## src/rtl/pin_bank_ctrl.sv

```systemverilog
module pin_bank_ctrl #(
  parameter int NPINS = 8,
  parameter int AW    = 3
) (
  input  logic             clk,
  input  logic             rst_n,
  input  logic [AW-1:0]    addr,
  input  logic             wr_en,
  input  logic [NPINS-1:0] wdata,
  output logic [NPINS-1:0] rdata,
  input  logic [NPINS-1:0] pad_in,
  output logic [NPINS-1:0] pad_oe,
  output logic [NPINS-1:0] pad_out,
  output logic [NPINS-1:0] pad_weak,
  output logic [NPINS-1:0] pad_pu,
  output logic [NPINS-1:0] pad_pd,
  output logic             irq
);
  localparam logic [AW-1:0] A_DATA = AW'(0);
  localparam logic [AW-1:0] A_DIR  = AW'(1);
  localparam logic [AW-1:0] A_RDRV = AW'(2);
  localparam logic [AW-1:0] A_PEN  = AW'(3);
  localparam logic [AW-1:0] A_POL  = AW'(4);
  localparam logic [AW-1:0] A_IEN  = AW'(5);
  localparam logic [AW-1:0] A_FLAG = AW'(6);

  logic [NPINS-1:0] data_q, dir_q, rdrv_q, pen_q, pol_q, ien_q, flag_q;
  logic [NPINS-1:0] sync1_q, sync2_q, prev_q;
  logic [NPINS-1:0] det, clr_mask, rd_mux;

  assign pad_oe   = dir_q;
  assign pad_out  = data_q;
  assign pad_weak = dir_q & rdrv_q;
  assign pad_pu   = ~dir_q & pen_q & ~pol_q;
  assign pad_pd   = ~dir_q & pen_q & pol_q;

  assign det      = ien_q & ((pol_q & sync2_q & ~prev_q) | (~pol_q & ~sync2_q & prev_q));
  assign clr_mask = (wr_en && addr == A_FLAG) ? wdata : '0;
  assign irq      = |(flag_q & ien_q);

  always_ff @(posedge clk or negedge rst_n) begin
    if (!rst_n) begin
      data_q <= '0; dir_q <= '0; rdrv_q <= '0;
      pen_q  <= '0; pol_q <= '0; ien_q  <= '0;
    end else if (wr_en) begin
      case (addr)
        A_DATA: data_q <= wdata;
        A_DIR:  dir_q  <= wdata;
        A_RDRV: rdrv_q <= wdata;
        A_PEN:  pen_q  <= wdata;
        A_POL:  pol_q  <= wdata;
        A_IEN:  ien_q  <= wdata;
        default: ;
      endcase
    end
  end

  always_ff @(posedge clk or negedge rst_n) begin
    if (!rst_n) begin
      sync1_q <= '0; sync2_q <= '0; prev_q <= '0; flag_q <= '0;
    end else begin
      sync1_q <= pad_in;
      sync2_q <= sync1_q;
      prev_q  <= sync2_q;
      flag_q  <= (flag_q & ~clr_mask) | det;
    end
  end

  always_comb begin
    case (addr)
      A_DATA:  rd_mux = (dir_q & data_q) | (~dir_q & sync2_q);
      A_DIR:   rd_mux = dir_q;
      A_RDRV:  rd_mux = rdrv_q;
      A_PEN:   rd_mux = pen_q;
      A_POL:   rd_mux = pol_q;
      A_IEN:   rd_mux = ien_q;
      A_FLAG:  rd_mux = flag_q;
      default: rd_mux = '0;
    endcase
  end

  always_ff @(posedge clk or negedge rst_n) begin
    if (!rst_n) rdata <= '0;
    else        rdata <= rd_mux;
  end

  p_pull_excl_r2: assert property (@(posedge clk) disable iff (!rst_n)
    (pad_pu & pad_pd) == '0);

  p_out_nopull_r3: assert property (@(posedge clk) disable iff (!rst_n)
    ((pad_pu | pad_pd) & pad_oe) == '0);

  p_flag_sticky_r7: assert property (@(posedge clk) disable iff (!rst_n)
    1'b1 |=> ((flag_q & $past(flag_q & ~clr_mask)) == $past(flag_q & ~clr_mask)));

  p_flag_clear_r7: assert property (@(posedge clk) disable iff (!rst_n)
    (wr_en && addr == A_FLAG) |=> ((flag_q & $past(wdata & ~det)) == '0));

  p_irq_cause_r8: assert property (@(posedge clk) disable iff (!rst_n)
    $rose(irq) |-> $past((det != '0) || (wr_en && addr == A_IEN)));

  p_edge_sets_r5: assert property (@(posedge clk) disable iff (!rst_n)
    (det != '0) |=> ((flag_q & $past(det)) == $past(det)));
endmodule

```

## config.mk

```make
export PLATFORM = sky130hd
export DESIGN_NAME = pin_bank_ctrl
export DESIGN_NICKNAME = d
export VERILOG_FILES = /design/src/rtl/pin_bank_ctrl.sv
export SDC_FILE = /design/constraint.sdc
export NUM_CORES = 1
export LEC_CHECK = 0
export BUFFER_PORTS_ARGS = -buffer_cell sky130_fd_sc_hd__clkbuf_2
export CAP_MARGIN = 10
export CORE_MARGIN = 2
export CORE_UTILIZATION = 60
export DETAILED_ROUTE_END_ITERATION = 8
export HOLD_SLACK_MARGIN = 0.1
export PLACE_DENSITY = 0.87
export RECOVER_POWER = 25
export SLEW_MARGIN = 20
export SYNTH_ARGS = -nofsm -noshare
export SYNTH_HDL_FRONTEND = slang
export SYNTH_SLANG_ARGS = --single-unit
```

## constraint.sdc

```tcl
create_clock -name clk -period 3.25 [get_ports clk]
set_input_delay 0.1625 -clock clk [delete_from_list [all_inputs] [get_ports clk]]
set_output_delay 0.1625 -clock clk [all_outputs]
set_load 0.02 [all_outputs]
```

==> impl_metrics.sql <==
INSERT INTO impl_metrics (metric_group, metric, value, unit) VALUES
('timing', 'skew', '0.00713', 'ns'),
('place', 'dpl-instance-area', '4290', 'um^2'),
('place', 'detailed_place_hpwl', '5520', 'um'),
('timing', 'hold-worst-slack', '0.154', 'ns'),
('logic_synthesis', 'netlist.area_leader.share', '56.4', '%'),
('floorplanning', 'floorplan.io_pins', '71', ''),
('route', 'antenna_violating_nets_post_route', '0', ''),
('route', 'drt_drc_violations_left', '0', ''),
('route', 'post_drt_wl_per_cell', '18.3', 'um'),
('logic_synthesis', 'synthDominantAreaCellType', 'dfrtp_1', ''),
('timing', 'setup_tns', '0', 'ns'),
('logic_synthesis', 'synth.lib_cells_used.distinct', '33', ''),
('critical_path', 'crit_type', 'in -> reg', ''),
('cts', 'clk-insertion-delay-late', '0.34', 'ns'),
('pwr', 'power.share.combinational', '25.3', '%'),
('critical_path', 'top_cell_family_by_delay_on_the_critical_path', 'simple AND/OR/NAND/NOR gates', ''),
('logic_synthesis', 'synth_cells', '288', ''),
('critical_path', 'critPathLaunchType', 'primary input', ''),
('place', 'gp_congestion', '0.885', ''),
('timing', 'timing.final.crit_share', '50.8', '%'),
('worst_hold_path', 'hold_path.class', 'in -> reg', ''),
('timing', 'timing.final.crit_period', '1.65', 'ns'),
('cts', 'inserted_clock_buffers', '9', ''),
('grt', 'antenna_found_initial', '0', ''),
('pwr', 'irDropWorstVdd', '395', 'uV'),
('critical_path', 'crit_path_max_incr_delay', '0.59', 'ns'),
('cts', 'tritoncts', 'yes', ''),
('timing', 'fmaxAchievable', '606', 'MHz'),
('final_layout', 'num-fill-cells', '469', ''),
('floorplanning', 'coreArea', '6310', 'um^2'),
('timing', 'finalWorstSetupSlack', '1.60', 'ns'),
('cts', 'cts_buffer_depth', '2', ''),
('cts', 'hold_bufs_at_cts', '9', ''),
('final_layout', 'finalInstanceArea', '4540', 'um^2'),
('final_layout', 'stdcell_count', '450', ''),
('grt', 'first_global_vias', '2648', ''),
('pwr', 'cellLeakagePower', '2.08', 'nW'),
('logic_synthesis', 'ys_ff_latch', '88', ''),
('timing', 'setup_viol', '0', ''),
('logic_synthesis', 'yosysMostFrequentCell', 'dfrtp_1', ''),
('floorplanning', 'dieHeight', '84.7', 'um'),
('critical_path', 'crit_required', '3.48', 'ns'),
('grt', 'globalRouteOverflowTotal', '0', ''),
('logic_synthesis', 'post_synth_main_area_contributors', 'dfrtp_1 56%, mux2_2 16%, mux2i_1 3.1%', ''),
('critical_path', 'crit_chain', 'clkbuf_2 -> nand2b_4 -> nor3b_4 -> mux2_2', ''),
('place', 'pre_cts_ws', '1.23', 'ns'),
('run', 'cap_viol_max_count', '0', ''),
('logic_synthesis', 'yosysWarningCount', '0', ''),
('floorplanning', 'die_area', '7170', 'um^2'),
('floorplanning', 'placement_rows', '29', ''),
('logic_synthesis', 'synth.top_cells.by_count', '88 x dfrtp_1, 56 x mux2_2, 19 x nand2_1', ''),
('logic_synthesis', 'seq_area_frac_synth', '56.4', '%'),
('final_layout', 'antennaDiodeCount', '0', ''),
('outcome', 'run_status', 'finished, final reports clean', ''),
('timing', 'relSlewSlack', '47.7', '%'),
('place', 'buffer_ports.inserted', '70', ''),
('logic_synthesis', 'postSynth.asyncResetShare', '100', '%'),
('final_layout', 'nNetsFinal', '391', ''),
('critical_path', 'critPathCaptureType', 'register', ''),
('logic_synthesis', 'edff_count_synth', '0', ''),
('logic_synthesis', 'synthesis.nets', '310', ''),
('route', 'drt_iter0_drc', '286', ''),
('pwr', 'swShare', '32.5', '%'),
('grt', 'globalRouteTotalUtil', '24.4', '%'),
('cts', 'clk_root_buffer_cell', 'clkbuf_8', ''),
('critical_path', 'master_of_the_slowest_instance_on_the_critical_path', 'nor3b_4', ''),
('cts', 'postCtsResizedCells', '0', ''),
('floorplanning', 'die_x', '84.7', 'um'),
('logic_synthesis', 'post_synth_instance_area', '3900', 'um^2'),
('route', 'vias', '2672', ''),
('cts', 'cts.clk_slew.worst_paths', '0.08', 'ns');
[metal layers]
metal | track usage, % | wire, um
met5 | 0 | 0
met4 | 11.3 | 214
met1 | 35.7 | 3720
met3 | 3.74 | 535
met2 | 36.3 | 3780
[cells by family (layout without fill, tap and decap cells)]
group / count (synthesis) / in the layout / synth area share (%)
AOI/OAI and AO/OA: 47 / 47 / 9.23
buffers and inverters: 9 / 94 / 1.60
DFF: 88 / 88 / 56.4
muxes: 69 / 69 / 19.8
and+or+nand+nor: 75 / 75 / 12.9
[worst paths after layout]
| path | startpoint | endpoint | slack, ns | depth (start not counted) |
|---|---|---|---|---|
| min in group asynchronous | rst_n | sync1_q[7] | 0.42 | 2 |
| min reg2reg | sync1_q[4] | sync2_q[4] | 0.35 | 0 |
| max in group asynchronous | rst_n | ien_q[1] | 2.27 | 2 |
| max | addr[0] | rdrv_q[4] | 1.60 | 4 |
| max reg2reg | pad_oe[7] | rdata[7] | 1.76 | 3 |
| min | wdata[1] | rdrv_q[1] | 0.15 | 2 |
[placed cells by master (no fill, tap or decap), types with 3 or more instances in the layout]
cell type      netlist  final
and2_1               8      8
mux2i_1             12     12
a211o_1              4      4
a221oi_1             3      3
and3b_1              8      8
dfrtp_1             88     88
nand2b_1            10     10
dlygate4sd3_1        0      9
a2bb2oi_1            3      3
clkbuf_8             0     11
nand3b_1             4      4
a22oi_1              7      7
nor3b_1              8      8
o22ai_1             10     10
nand2_1             19     19
clkbuf_2             0     55
mux2_2              56     56
a21oi_1              4      4
nor2_1               4      4
clkbuf_1             0     15
a22o_1              12     12
[registers in the layout, indices dropped and copies added, names as in the netlist]
register	count
pol_q	8
rdrv_q	8
rdata	8
prev_q	8
pen_q	8
sync2_q	8
ien_q	8
flag_q	8
sync1_q	8
pad_oe	8
pad_out	8
[worst reg2reg max path, stage by stage, from the launching register on]
cell      delay, ns
dfrtp_1        0.46
mux2_2         0.39
a221oi_1       0.31
a22oi_1        0.17
[power by group through the flow]
stage	sequential (mW)	combinational, mW	clock [mW]
final	1.50	0.736	0.671
after global routing	1.53	0.797	0.722
after CTS	1.50	0.753	0.680
after detailed placement	1.52	0.740	0
after global placement	1.51	0.719	0
after floorplan	1.53	0.446	0
[layout make-up]
type	instances	area (um^2)	area share [%]
clock buffers	12	155	3.42
clock inverters	3	17.5	0.386
multi-input cells	191	1640	36.1
flip-flops and latches	88	2200	48.5
well taps	77	96.3	2.12
repair buffers	79	429	9.45
(Power assumes the default switching activity.)
